**src/rtl/dds_pkg.sv**
```systemverilog
package dds_pkg;

    localparam int HIST_DEPTH = 4;

    // Signed sine code for table index k, computed by a series on a reduced angle.
    function automatic int sine_code(int k, int addr_w, int amp_w);
        real pi_v;
        real x;
        real x2;
        real term;
        real s;
        real v;
        pi_v = 3.14159265358979323846;
        x = 2.0 * pi_v * real'(k) / real'(1 << addr_w);
        if (x > pi_v) x = x - 2.0 * pi_v;
        if (x > pi_v / 2.0) x = pi_v - x;
        else if (x < -pi_v / 2.0) x = -pi_v - x;
        x2 = x * x;
        term = x;
        s = x;
        for (int n = 1; n <= 8; n++) begin
            term = -term * x2 / real'((2 * n) * (2 * n + 1));
            s = s + term;
        end
        v = real'((1 << (amp_w - 1)) - 1) * s;
        if (v >= 0.0) return $rtoi(v + 0.5);
        return -$rtoi(0.5 - v);
    endfunction

endpackage

```
**src/rtl/dds_phase_acc.sv**
```systemverilog
module dds_phase_acc #(
    parameter int PHASE_W = 16
) (
    input  logic               clk,
    input  logic               rst,
    input  logic               step_i,
    input  logic [PHASE_W-1:0] fcw_i,
    output logic [PHASE_W-1:0] phase_o,
    output logic               step_o
);

    always_ff @(posedge clk) begin
        if (rst) begin
            phase_o <= '0;
            step_o  <= 1'b0;
        end else begin
            step_o <= step_i;
            if (step_i) phase_o <= phase_o + fcw_i;
        end
    end

endmodule

```
**src/rtl/dds_err_shaper.sv**
```systemverilog
module dds_err_shaper #(
    parameter int PHASE_W  = 16,
    parameter int ADDR_W   = 8,
    parameter bit SHAPE_EN = 1'b1
) (
    input  logic               clk,
    input  logic               rst,
    input  logic               step_i,
    input  logic [PHASE_W-1:0] phase_i,
    output logic [ADDR_W-1:0]  addr_o,
    output logic               step_o
);
    import dds_pkg::*;

    localparam int ERR_W = PHASE_W - ADDR_W;
    localparam int PAD_W = PHASE_W - ERR_W;

    always_ff @(posedge clk) begin
        if (rst) step_o <= 1'b0;
        else     step_o <= step_i;
    end

    generate
        if (SHAPE_EN) begin : g_shaped
            logic [ERR_W-1:0]   err_q [HIST_DEPTH];
            logic [PHASE_W-1:0] ext   [HIST_DEPTH];
            logic [PHASE_W-1:0] fb_w;
            logic [PHASE_W-1:0] sum_w;

            for (genvar i = 0; i < HIST_DEPTH; i++) begin : g_ext
                assign ext[i] = {{PAD_W{1'b0}}, err_q[i]};
            end

            // 4*e1 - 6*e2 + 4*e3 - e4, all modulo 2^PHASE_W
            always_comb begin
                fb_w  = (ext[0] << 2) + (ext[2] << 2)
                      - (ext[1] << 2) - (ext[1] << 1) - ext[3];
                sum_w = phase_i + fb_w;
            end

            always_ff @(posedge clk) begin
                if (rst) begin
                    addr_o <= '0;
                    for (int i = 0; i < HIST_DEPTH; i++) err_q[i] <= '0;
                end else if (step_i) begin
                    addr_o   <= sum_w[PHASE_W-1 -: ADDR_W];
                    err_q[0] <= sum_w[ERR_W-1:0];
                    for (int i = 1; i < HIST_DEPTH; i++) err_q[i] <= err_q[i-1];
                end
            end
        end else begin : g_plain
            always_ff @(posedge clk) begin
                if (rst)         addr_o <= '0;
                else if (step_i) addr_o <= phase_i[PHASE_W-1 -: ADDR_W];
            end
        end
    endgenerate

endmodule

```
**src/rtl/dds_sine_rom.sv**
```systemverilog
module dds_sine_rom #(
    parameter int ADDR_W = 8,
    parameter int AMP_W  = 12
) (
    input  logic              clk,
    input  logic              rst,
    input  logic              step_i,
    input  logic [ADDR_W-1:0] addr_i,
    output logic [AMP_W-1:0]  amp_o,
    output logic              valid_o
);
    import dds_pkg::*;

    localparam int DEPTH = 1 << ADDR_W;

    logic [AMP_W-1:0] tbl [DEPTH];

    for (genvar k = 0; k < DEPTH; k++) begin : g_tbl
        localparam int CODE = sine_code(k, ADDR_W, AMP_W);
        assign tbl[k] = CODE[AMP_W-1:0];
    end

    always_ff @(posedge clk) begin
        if (rst) begin
            amp_o   <= '0;
            valid_o <= 1'b0;
        end else begin
            valid_o <= step_i;
            if (step_i) amp_o <= tbl[addr_i];
        end
    end

endmodule

```
**src/rtl/dds_nco_core.sv**
```systemverilog
module dds_nco_core #(
    parameter int PHASE_W  = 16,
    parameter int ADDR_W   = 8,
    parameter int AMP_W    = 12,
    parameter bit SHAPE_EN = 1'b1
) (
    input  logic               clk,
    input  logic               rst,
    input  logic               en_i,
    input  logic [PHASE_W-1:0] fcw_i,
    output logic [AMP_W-1:0]   amp_o,
    output logic               valid_o
);

    logic [PHASE_W-1:0] phase_w;
    logic               acc_step;
    logic [ADDR_W-1:0]  addr_w;
    logic               shp_step;

    dds_phase_acc #(.PHASE_W(PHASE_W)) u_acc (
        .clk     (clk),
        .rst     (rst),
        .step_i  (en_i),
        .fcw_i   (fcw_i),
        .phase_o (phase_w),
        .step_o  (acc_step)
    );

    dds_err_shaper #(.PHASE_W(PHASE_W), .ADDR_W(ADDR_W), .SHAPE_EN(SHAPE_EN)) u_shp (
        .clk     (clk),
        .rst     (rst),
        .step_i  (acc_step),
        .phase_i (phase_w),
        .addr_o  (addr_w),
        .step_o  (shp_step)
    );

    dds_sine_rom #(.ADDR_W(ADDR_W), .AMP_W(AMP_W)) u_rom (
        .clk     (clk),
        .rst     (rst),
        .step_i  (shp_step),
        .addr_i  (addr_w),
        .amp_o   (amp_o),
        .valid_o (valid_o)
    );

endmodule

```
**config.mk**
```make
export PLATFORM = sky130hd
export DESIGN_NAME = dds_nco_core
export DESIGN_NICKNAME = d
export VERILOG_FILES = /design/src/rtl/dds_pkg.sv /design/src/rtl/dds_phase_acc.sv /design/src/rtl/dds_err_shaper.sv /design/src/rtl/dds_sine_rom.sv /design/src/rtl/dds_nco_core.sv
export SDC_FILE = /design/constraint.sdc
export NUM_CORES = 1
export LEC_CHECK = 0
export BUFFER_PORTS_ARGS = -buffer_cell sky130_fd_sc_hd__clkbuf_2
export CAP_MARGIN = 20
export CELL_PAD_IN_SITES_DETAIL_PLACEMENT = 1
export CELL_PAD_IN_SITES_GLOBAL_PLACEMENT = 1
export CORE_MARGIN = 2
export CORE_UTILIZATION = 48
export CTS_CLUSTER_DIAMETER = 100
export CTS_CLUSTER_SIZE = 10
export DETAILED_ROUTE_END_ITERATION = 8
export HOLD_SLACK_MARGIN = 0.06
export PLACE_DENSITY = 0.81
export SLEW_MARGIN = 40
export SYNTH_ARGS = -nofsm -noshare
export SYNTH_HDL_FRONTEND = slang
export SYNTH_SLANG_ARGS = --single-unit
```
**constraint.sdc**
```tcl
create_clock -name clk -period 5.3 [get_ports clk]
set_clock_uncertainty 0.2 [all_clocks]
set_input_delay 0.53 -clock clk [delete_from_list [all_inputs] [get_ports clk]]
set_output_delay 0.53 -clock clk [all_outputs]
set_load 0.01 [all_outputs]
```
After elaboration in Yosys (flattened, before gate mapping)
Memory sizes are Yosys's and may differ from the RTL's. A register that Yosys moved wholly into a read port is not among the register bits. Cells that the tools add are included.

$add $sub $neg: 6. Mux-type cells: 9. Bitwise logic cells: 5.

Operators with widths (count): $add A16 B16 Y16 (2); $mux W8 (4); $sub A16 B10 Y16 (1); $sub A16 B8 Y16 (1); $sub A16 B9 Y16 (1); $add A10 B10 Y11 (1); $not A8 Y9 (1); $mux W1 (5); $or A1 B1 Y1 (4).

Bits in registers: 27. Bits of input ports: 19. Logic and storage cells: 27. Output and inout port bits: 13. Memory bits (writable): 32. Memories: 2. ROM bits: 3072.

Memories: (no name shown) (depth 256, width 12, read ports 1, clocked after memory_dff 1, wr ports 0, line dds_sine_rom.sv:29) `if (step_i) amp_o <= tbl[addr_i];`; u_shp.g_shaped.err_q (depth 4, width 8, read ports 4, clocked after memory_dff 0, wr ports 4, line dds_err_shaper.sv:25) `logic [ERR_W-1:0] err_q [HIST_DEPTH];`.

Longest topological paths before layout
Gate-level depths: netlist (run 1). An unclocked memory read counts as a cell.

Depth after elaboration: 7. Mapped depth: 21. Gate-level depth less buffers: 21.

Cells and area by module
A second synthesis (run 1) with hierarchy kept.

Cell total of the unflattened synthesis: 1094. Area, all modules: 8500.7 um2.

By module, submodules not included: dds_sine_rom (sequential area each 260.2 um2, cells an instance 604, instances 1, area an instance 3865.0 um2); dds_err_shaper (sequential area each 1141.1 um2, cells an instance 335, instances 1, area an instance 3275.6 um2); dds_phase_acc (sequential area each 340.3 um2, cells an instance 155, instances 1, area an instance 1360.1 um2).

Worst setup path before layout (run 1)
No wires, ideal clock.

Path kind: flip-flop to flip-flop. Start: mem u_shp.g_shaped.err_q[0][0] in the netlist's numbering. End: reg u_shp.addr_o[5]. Stages on the path, launching flop included: 21. Buffers on the path: 0. Clock period less this slack: 4.522 ns. Setup time: 0.130 ns. Arrival time: 4.192 ns. Setup slack: 0.778 ns. Cell sequence: edfxtp_1 ha_1 inv_1 fa_1 nor2b_1 o21ai_0 a21boi_1 o21ai_0 nand2b_1 xor2_1 fa_1 inv_1 fa_1 inv_1 ha_1 o21ai_0 nor2_1 or4b_1 a41o_1 a211oi_1 o31ai_1.

RTL lines: start, declared (line dds_err_shaper.sv:25); end signal, assigned (line dds_err_shaper.sv:46) `addr_o <= sum_w[PHASE_W-1 -: ADDR_W];`; end, declared (line dds_err_shaper.sv:10) `output logic [ADDR_W-1:0] addr_o,`.

==> run_results.csv, run 1 <==
group,metric,value,unit
worst_setup_path,cp.required,5.32,ns
timing,fmax,201,MHz
cts,htreeDepth,3,
synthesis,yosysWarnings,0,
cts,cts_setup_buffers,0,
timing,min_period_over_period,94.1,%
drt,viasPerCell,6.63,
cts,clk_pin_slew,0.07,ns
timing,hold_viol,0,
finish,register_area,1750,um^2
worst_setup_path,slowest_delay,0.50,ns
cts,clk_latency,0.36,ns
finish,area_delta_synth_final,6.44,%
status,outcome,"finished clean",
synthesis,yosysSeqAreaShare,21.4,%
cts,cts_made_buffers,9,
synthesis,synth_area,8140,um^2
job,max-cap-violations,0,
synthesis,yosysMostFrequentCell,"nor2_1",
drt,num_vias,8363,
synthesis,ys.flop_type,"dfxtp_1",
grt,grt_max_degree,69,
synthesis,synth-edff-count,32,
finish,fin_cells,1261,
die,initial_core_util,49.1,%
power,power.density,568,nW/um^2
timing,min_period,4.99,ns
synthesis,synth.largest_area_cell,"edfxtp_1",
finish,antennaDiodeCount,0,
synthesis,yosysTopAreaCellShare,11.8,%
finish,utilization,52.2,%
worst_setup_path,critPathKind,"flip-flop to flip-flop",
finish,fillCellCount,2106,
power,peakVddDrop,0.000324,V
finish,drive_above_1_share,8.26,%
worst_setup_path,slowest_stage,"fa_1",
finish,num-nets-final,1136,
timing,worst_pin_slew,0.903,ns
synthesis,yosys.cell_types.count,78,
die,fp.dieW,134,um
synthesis,synth.ff_latch_count,71,
die,dieArea,18000,um^2
drt,antenna_left,0,
cts,cts_sinks,71,
grt,antenna_found_initial,0,
timing,holdWs,0.274,ns
placement,place.gp.congestion,0.972,
worst_setup_path,critical_path.endpoint_type,"flip-flop",
grt,grt_pass1_wl,46300,um
synthesis,synth_top_cells_by_area,"edfxtp_1, dfxtp_1, ha_1",
grt,grt_pass1_vias,8481,
synthesis,ys_top_cells_by_count,"nor2_1, inv_1, a21oi_1",
worst_setup_path,critPathArrivalTime,5.01,ns
timing,setup_viol,0,
drt,avgRoutedWirePerCell,23.3,um
power,p_leak,3.45,nW
cts,cts_tree,"built",
timing,rsz0062_at_grt,"false",
timing,slew_headroom,39.7,%
drt,wl,29300,um
drt,drt_iter0_markers,772,
synthesis,synth_cells,1060,
timing,fin_setup_tns,0,ns
die,die_h,134,um
synthesis,synth_fp_nets,1160,
die,rows,47,
synthesis,avgSynthCellArea,7.67,um^2
grt,grt_use_total,33.1,%
placement,place_inst,1245,
drt,first_pass_iters,5,
placement,dpl_cell_area,8320,um^2
worst_setup_path,cp-start-kind,"flip-flop",
cts,cts_root_buf,"clkbuf_16",
placement,dpl.hpwl,21000,um
synthesis,synthArstFlopShare,0,%
cts,cts_buffer_depth,2,
die,ios,32,
drt,drc,0,
timing,drv_slew,0,
worst_setup_path,crit_fanout,6,
grt,grt_overflow,0,
die,core_area,16600,um^2
placement,port_buffers,31,
worst_setup_path,cp_cell_sequence,"ha_1 > a21o_1 > a21oi_1 > o21ai_0 > a21oi_1 > xnor2_1 > fa_1 > inv_1 > fa_1 > inv_1 > ha_1 > a211oi_2 > nor2_1 > or4b_1 > nand3_1 > o21ai_1 > o2111ai_1 > o211ai_1",
finish,final_cell_area,8660,um^2
hold_path,worstHoldPathType,"flip-flop to flip-flop",
finish,multi_input_area,5710,um^2
## metrics by stage
step | setup WS (ns) | power (mW)
after floorplan | 0.778 | 3.19
after global placement | 0.495 | 4.00
after detailed placement | 0.190 | 4.09
after CTS | 0.151 | 4.82
after global routing | 0.0385 | 5.26
final | 0.315 | 4.92
## final timing paths
path / cells after the start / start / slack, ns / end
setup / recovery: 18 / u_shp.g_shaped.err_q[0][1]$_SDFFCE_PN0P_ / 0.31 / u_shp.addr_o[7]$_SDFFE_PP0P_
hold / removal: 2 / u_rom.amp_o[11]$_SDFFE_PP0P_ / 0.27 / u_rom.amp_o[11]$_SDFFE_PP0P_
setup reg to reg: 18 / u_shp.g_shaped.err_q[0][1]$_SDFFCE_PN0P_ / 0.31 / u_shp.addr_o[7]$_SDFFE_PP0P_
hold reg to reg: 2 / u_rom.amp_o[11]$_SDFFE_PP0P_ / 0.27 / u_rom.amp_o[11]$_SDFFE_PP0P_
## where the power goes
part	internal [mW]	total, mW	switching, mW
clock	0.419	0.696	0.277
combinational	1.21	3.41	2.19
sequential	0.654	0.817	0.163
## registers in the layout, indices dropped and copies added (netlist names)
signal                count
u_acc.step_o              1
u_rom.amp_o              12
u_shp.g_shaped.err_q     32
u_shp.step_o              1
u_rom.valid_o             1
u_acc.phase_o            16
u_shp.addr_o              8
## logic make-up (layout without fill, tap and decap cells)
group	after synthesis	count (layout)	synth area share [%]
AOI/OAI and AO/OA	365	365	29.8
DFF	71	71	21.4
adders and majority gates	81	81	14.8
xor gates and xnor gates	25	25	2.69
and+or+nand+nor	331	331	19.7
buffers and inverters	168	149	8.58
muxes	19	19	3.00
## repair_timing
action	4_1_cts	5_1_grt
resized for setup	0	4
setup endpoints to repair	0	2
hold buffers	0	0
## area by class of cell
class	instances	share of cell area, %
clock buffers	9	2.60
repair buffers	47	3.18
clock inverters	7	1.18
flip-flops and latches	71	20.2
multi-input cells	821	65.9
inverters	86	3.73
well taps	220	3.18
## worst max-delay path, delay by kind of cell, from the launching register on
kind,cells,cell delay [ns]
AOI/OAI and AO/OA,8,1.58
xor gates and xnor gates,1,0.13
adders and majority gates,4,1.68
buffers and inverters,2,0.10
DFF,1,0.41
and+or+nand+nor,3,0.73
## metal layers
| layer | part of all wire, % | global-route usage (%) |
|---|---|---|
| met5 | 0 | 0 |
| met4 | 6.3 | 20.6 |
| met3 | 5.9 | 4.57 |
| met2 | 48 | 55.6 |
| met1 | 40 | 40.2 |
## cells in the final DEF (no fill, tap or decap), drive strengths merged, types with 6 or more instances in the layout
| cell type | count |
|---|---|
| nor2 | 108 |
| inv | 89 |
| a21oi | 83 |
| o21ai | 83 |
| nand2 | 70 |
| ha | 56 |
| clkbuf | 40 |
| dfxtp | 39 |
| nand2b | 36 |
| edfxtp | 32 |
| a31oi | 25 |
| fa | 25 |
| a211oi | 24 |
| nand3 | 23 |
| and2 | 23 |
| o211ai | 22 |
| nor3 | 21 |
| nor2b | 17 |
| buf | 16 |
| xor2 | 13 |
| o31ai | 13 |
| xnor2 | 12 |
| o22ai | 12 |
| mux2i | 12 |
| a21o | 11 |
| a211o | 11 |
| o311ai | 10 |
| a311oi | 8 |
| o31a | 7 |
| o211a | 6 |
| or2 | 6 |
| a2111oi | 6 |
(Power assumes the default switching activity.)
==> inputs of run 2 (changes only) <==
==> constraint.sdc (replaced) <==
create_clock -name clk -period 5.3 [get_ports clk]
set_clock_uncertainty 0.2 [all_clocks]
set_input_delay 1.06 -clock clk [delete_from_list [all_inputs] [get_ports clk]]
set_output_delay 1.06 -clock clk [all_outputs]
set_load 0.01 [all_outputs]
==> run_results.csv, run 2 (synthesis gave the netlist of run 1 again) <==
group,metric,value,unit
status,outcome,"finished clean",
drt,avgRoutedWirePerCell,23.3,um
placement,post-place-ws,0.204,ns
die,ios,32,
finish,utilization,52.1,%
cts,cts_sinks,71,
placement,port_buffers,31,
finish,final_cell_area,8640,um^2
timing,fmax,198,MHz
cts,cts_root_buf,"clkbuf_16",
timing,slew_headroom,41.2,%
worst_setup_path,cp-start-kind,"flip-flop",
timing,worst_pin_slew,0.878,ns
die,core_area,16600,um^2
cts,cts_tree,"built",
timing,setup_viol,0,
timing,fin_setup_tns,0,ns
timing,timing.final.ws_setup,0.262,ns
worst_setup_path,rrSetupSlack,0.26,ns
drt,num_vias,8362,
worst_setup_path,critPathKind,"flip-flop to flip-flop",
worst_setup_path,r2r-end,"u_shp.addr_o[7]$_SDFFE_PP0P_",
hold_path,worstHoldPathType,"flip-flop to flip-flop",
worst_setup_path,worstReg2RegStart,"u_shp.g_shaped.err_q[2][0]$_SDFFCE_PN0P_",
drt,wl,29400,um
finish,mostFrequentLayoutCells,"nor2_1, inv_1, a21oi_1",
timing,min_period_over_period,95.1,%
cts,cts_made_buffers,9,
die,dieArea,18000,um^2
grt,grt_pass1_wl,46400,um
job,max-cap-violations,0,
worst_setup_path,critical_path.endpoint_type,"flip-flop",
placement,dpl.hpwl,21000,um
power,power.density,564,nW/um^2
finish,num-nets-final,1136,
drt,antenna_left,0,
timing,hold_viol,0,
grt,grt_use_total,33.1,%
finish,layout_commonest_cell,"nor2_1",
drt,drt_iter0_markers,744,
worst_setup_path,critPathArrivalTime,5.06,ns
die,rows,47,
timing,drv_slew,0,
power,p_leak,3.44,nW
die,die_h,134,um
power,peakVddDrop,0.000225,V
hold_path,whs_path_depth,2,
finish,biggestRegsByFlops,"u_shp.g_shaped.err_q x32, u_acc.phase_o x16, u_rom.amp_o x12",
grt,grt_overflow,0,
timing,holdWs,0.269,ns
grt,antenna_found_initial,0,
cts,cts_buffer_depth,2,
power,power,4.87,mW
timing,rsz0062_at_grt,"false",
die,initial_core_util,49.1,%
finish,antennaDiodeCount,0,
worst_setup_path,crit_fanout,5,
drt,first_pass_iters,7,
finish,fillCellCount,2117,
placement,dpl_cell_area,8320,um^2
finish,top_register,"u_shp.g_shaped.err_q",
finish,fin_cells,1261,
cts,cts_setup_buffers,0,
cts,clk_latency,0.35,ns
timing,min_period,5.04,ns
drt,drc,0,
die,fp.dieW,134,um
drt,viasPerCell,6.63,
finish,drive_above_1_share,8.26,%
cts,clk_pin_slew,0.07,ns
hold_path,hold-path-endpoint,"u_rom.amp_o[9]$_SDFFE_PP0P_",
grt,grt_pass1_vias,8370,
worst_setup_path,reg2regPathDepth,21,
cts,htreeDepth,3,
hold_path,hp-start,"u_rom.amp_o[9]$_SDFFE_PP0P_",
grt,grt_max_degree,73,
finish,largest_reg_flops,32,
placement,place.gp.congestion,0.992,
finish,area_delta_synth_final,6.18,%
placement,place_inst,1245,
worst_setup_path,cp.required,5.32,ns
[run 2: cell count changes in the layout (fill, tap and decap cells not counted), sizes merged]
cell,delta
bufinv,-1
clkinvlp,+1
[run 2: power breakdown]
part | leakage (nW) | internal (mW) | switching, mW
combinational | 2.63 | 1.21 | 2.18
clock | 0.148 | 0.371 | 0.277
sequential | 0.664 | 0.654 | 0.177
total | 3.44 | 2.23 | 2.64
[run 2: worst max-delay path by stage]
stage	startpoint	slack (ns)	depth (start not counted)	end
2_1_floorplan	u_shp.g_shaped.err_q[0][0]$_SDFFCE_PN0P_	0.78	20	u_shp.addr_o[5]$_SDFFE_PP0P_
3_3_place_gp	u_shp.g_shaped.err_q[0][0]$_SDFFCE_PN0P_	0.48	20	u_shp.addr_o[5]$_SDFFE_PP0P_
3_5_place_dp	u_shp.g_shaped.err_q[0][0]$_SDFFCE_PN0P_	0.20	20	u_shp.addr_o[5]$_SDFFE_PP0P_
4_1_cts	u_shp.g_shaped.err_q[2][0]$_SDFFCE_PN0P_	0.03	21	u_shp.addr_o[7]$_SDFFE_PP0P_
5_1_grt	u_shp.g_shaped.err_q[2][0]$_SDFFCE_PN0P_	0.003	21	u_shp.addr_o[7]$_SDFFE_PP0P_
6_report	u_shp.g_shaped.err_q[2][0]$_SDFFCE_PN0P_	0.26	21	u_shp.addr_o[7]$_SDFFE_PP0P_
[run 2: timing repair]
item	in CTS	in global routing
gates resized for setup	0	5
endpoints found under the setup margin	0	4
hold buffers	0	0
[run 2: area by class of cell]
type	instances	area, um^2	share of cell area [%]
sequential	71	1750	20.3
multi-input combinational	821	5710	66.1
inverter	86	323	3.74
clock inverter	7	80.1	0.927
timing repair buffer	47	275	3.19
tap	220	275	3.19
clock buffer	9	225	2.61
[run 2: metal layers]
metal	up-vias	wire, um	global-route usage, %
li1	3813	-	-
met1	4082	11700	40.6
met5	-	0	0
met2	358	14100	54.9
met4	0	1830	20.3
met3	109	1730	4.95
[run 2: worst max-delay path: stages (launching register included)]
cell and delay (ns):
edfxtp_1 0.37, ha_1 0.19, inv_1 0.06, fa_1 0.42, nor2b_1 0.18, o21ai_2 0.10, a21boi_1 0.18, o21ai_0 0.11
nand2b_1 0.13, xor2_1 0.11, fa_1 0.49, inv_1 0.05, fa_1 0.50, inv_1 0.04, ha_1 0.37, o21ai_2 0.18
nor2_1 0.08, or4b_1 0.50, nand3_1 0.14, o21ai_1 0.12, o2111ai_1 0.23, o211ai_1 0.13
==> inputs of run 3 (changes only) <==
--- a/config.mk
+++ b/config.mk
@@ -9,7 +9,6 @@
 export CAP_MARGIN = 20
 export CELL_PAD_IN_SITES_DETAIL_PLACEMENT = 1
 export CELL_PAD_IN_SITES_GLOBAL_PLACEMENT = 1
-export CORE_MARGIN = 2
 export CORE_UTILIZATION = 48
 export CTS_CLUSTER_DIAMETER = 100
 export CTS_CLUSTER_SIZE = 10
==> run_results.csv, run 3 (synthesis gave the netlist of run 1 again) <==
group,metric,value,unit
grt,grt_pass1_wl,46300,um
die,dieArea,17500,um^2
power,p_leak,3.42,nW
worst_setup_path,cp.required,5.33,ns
drt,wl,29300,um
drt,antenna_left,0,
timing,rsz0062_at_grt,"false",
finish,drive_above_1_share,8.75,%
finish,layout_commonest_cell,"nor2_1",
timing,setup_viol,0,
worst_setup_path,crit_fanout,5,
timing,fmax,199,MHz
finish,fin_cells,1260,
finish,utilization,52.1,%
worst_setup_path,critical_path.endpoint_type,"flip-flop",
cts,cts_sinks,71,
worst_setup_path,critPathArrivalTime,5.04,ns
die,rows,47,
finish,num-nets-final,1135,
status,outcome,"finished clean",
grt,grt_use_total,34.2,%
worst_setup_path,crit_end,"u_shp.addr_o[7]$_SDFFE_PP0P_",
finish,biggestRegsByFlops,"u_shp.g_shaped.err_q x32, u_acc.phase_o x16, u_rom.amp_o x12",
grt,grt_overflow,0,
cts,clk_latency,0.36,ns
drt,drc,0,
cts,htreeDepth,3,
cts,cts_root_buf,"clkbuf_16",
hold_path,whs_path_depth,2,
timing,hold_viol,0,
placement,dpl.hpwl,20900,um
cts,cts_tree,"built",
die,core_area,16600,um^2
power,peakVddDrop,0.000250,V
timing,min_period_over_period,94.6,%
die,die_h,132,um
cts,cts_setup_buffers,0,
hold_path,worstHoldPathType,"flip-flop to flip-flop",
finish,final_cell_area,8630,um^2
timing,min_period,5.01,ns
timing,fin_setup_tns,0,ns
die,initial_core_util,49.1,%
job,max-cap-violations,0,
placement,place.gp.congestion,0.966,
grt,grt_pass1_vias,8301,
worst_setup_path,critPathKind,"flip-flop to flip-flop",
cts,cts_made_buffers,9,
worst_setup_path,cp-start-kind,"flip-flop",
finish,largest_reg_flops,32,
worst_setup_path,rrSetupSlack,0.29,ns
finish,antennaDiodeCount,0,
worst_setup_path,startpoint,"u_shp.g_shaped.err_q[2][0]$_SDFFCE_PN0P_",
worst_setup_path,worstReg2RegStart,"u_shp.g_shaped.err_q[2][0]$_SDFFCE_PN0P_",
power,power.density,562,nW/um^2
cts,cts_resized,0,
timing,drv_slew,0,
cts,cts_buffer_depth,2,
drt,drt_iter0_markers,856,
timing,slew_headroom,45.6,%
grt,antenna_found_initial,0,
finish,top_register,"u_shp.g_shaped.err_q",
drt,avgRoutedWirePerCell,23.2,um
grt,grt_max_degree,71,
drt,num_vias,8277,
die,ios,32,
drt,viasPerCell,6.57,
worst_setup_path,reg2regPathDepth,21,
worst_setup_path,r2r-end,"u_shp.addr_o[7]$_SDFFE_PP0P_",
die,fp.dieW,132,um
placement,place_inst,1244,
cts,clk_pin_slew,0.07,ns
cts,postCtsHoldBufs,0,
timing,worst_pin_slew,0.815,ns
placement,port_buffers,31,
finish,mostFrequentLayoutCells,"nor2_1, inv_1, a21oi_1",
placement,dpl_cell_area,8320,um^2
drt,first_pass_iters,5,
finish,area_delta_synth_final,6.12,%
run 3: changes by cell type in the layout (fill, tap and decap cells not counted), sizes merged:
| cell | before | now |
|---|---|---|
| buf | 16 | 15 |
| bufinv | 1 | 0 |
| clkinv | 2 | 1 |
| clkinvlp | 1 | 2 |
| inv | 89 | 90 |
run 3: final cells by class:
class	instances	area (um^2)
clock buffers	9	225
clock inverters	7	61.3
fillers	2091	7950
inverters	86	323
multi-input cells	821	5730
flip-flops and latches	71	1750
well taps	220	275
repair buffers	46	268
run 3: per-stage QoR:
step | worst slack, ns | hold WS [ns] | total power, mW
floorplan | 0.778 | 0.287 | 3.19
global route | 0.0269 | 0.308 | 5.19
CTS | 0.0968 | 0.273 | 4.73
finish | 0.287 | 0.272 | 4.85
global placement | 0.495 | 0.260 | 4.00
detailed placement | 0.195 | 0.263 | 4.10
run 3: worst min path at each step:
stage,from,endpoint
final,u_rom.amp_o[9]$_SDFFE_PP0P_,u_rom.amp_o[9]$_SDFFE_PP0P_
after detailed placement,u_rom.amp_o[9]$_SDFFE_PP0P_,u_rom.amp_o[9]$_SDFFE_PP0P_
after global routing,u_rom.amp_o[9]$_SDFFE_PP0P_,u_rom.amp_o[9]$_SDFFE_PP0P_
after floorplan,u_acc.phase_o[3]$_SDFFE_PP0P_,u_acc.phase_o[3]$_SDFFE_PP0P_
after global placement,u_rom.amp_o[9]$_SDFFE_PP0P_,u_rom.amp_o[9]$_SDFFE_PP0P_
after CTS,u_rom.amp_o[9]$_SDFFE_PP0P_,u_rom.amp_o[9]$_SDFFE_PP0P_
run 3: power by group:
part	internal [mW]	switching [mW]
Combinational	1.22	2.16
Sequential	0.654	0.192
Clock	0.327	0.300
run 3: critical path: stages (launching register included):
cell       delay [ns]
edfxtp_1         0.37
ha_1             0.20
inv_1            0.06
fa_1             0.41
nor2b_1          0.16
o21ai_1          0.12
a21boi_2         0.19
o21ai_0          0.09
nand2b_1         0.16
xor2_2           0.22
fa_1             0.45
inv_1            0.10
fa_1             0.43
inv_1            0.08
ha_2             0.30
o21ai_2          0.14
nor2_1           0.07
or4b_1           0.52
nand3_1          0.16
o21ai_1          0.13
o2111ai_1        0.20
o211ai_1         0.11
run 3: layer usage:
layer	routed length [um]	GRT usage, %	vias up
li1	-	-	3792
met1	11800	41.7	4000
met2	14200	57.6	370
met3	1680	4.15	115
met4	1630	21.2	0
met5	0	0	-
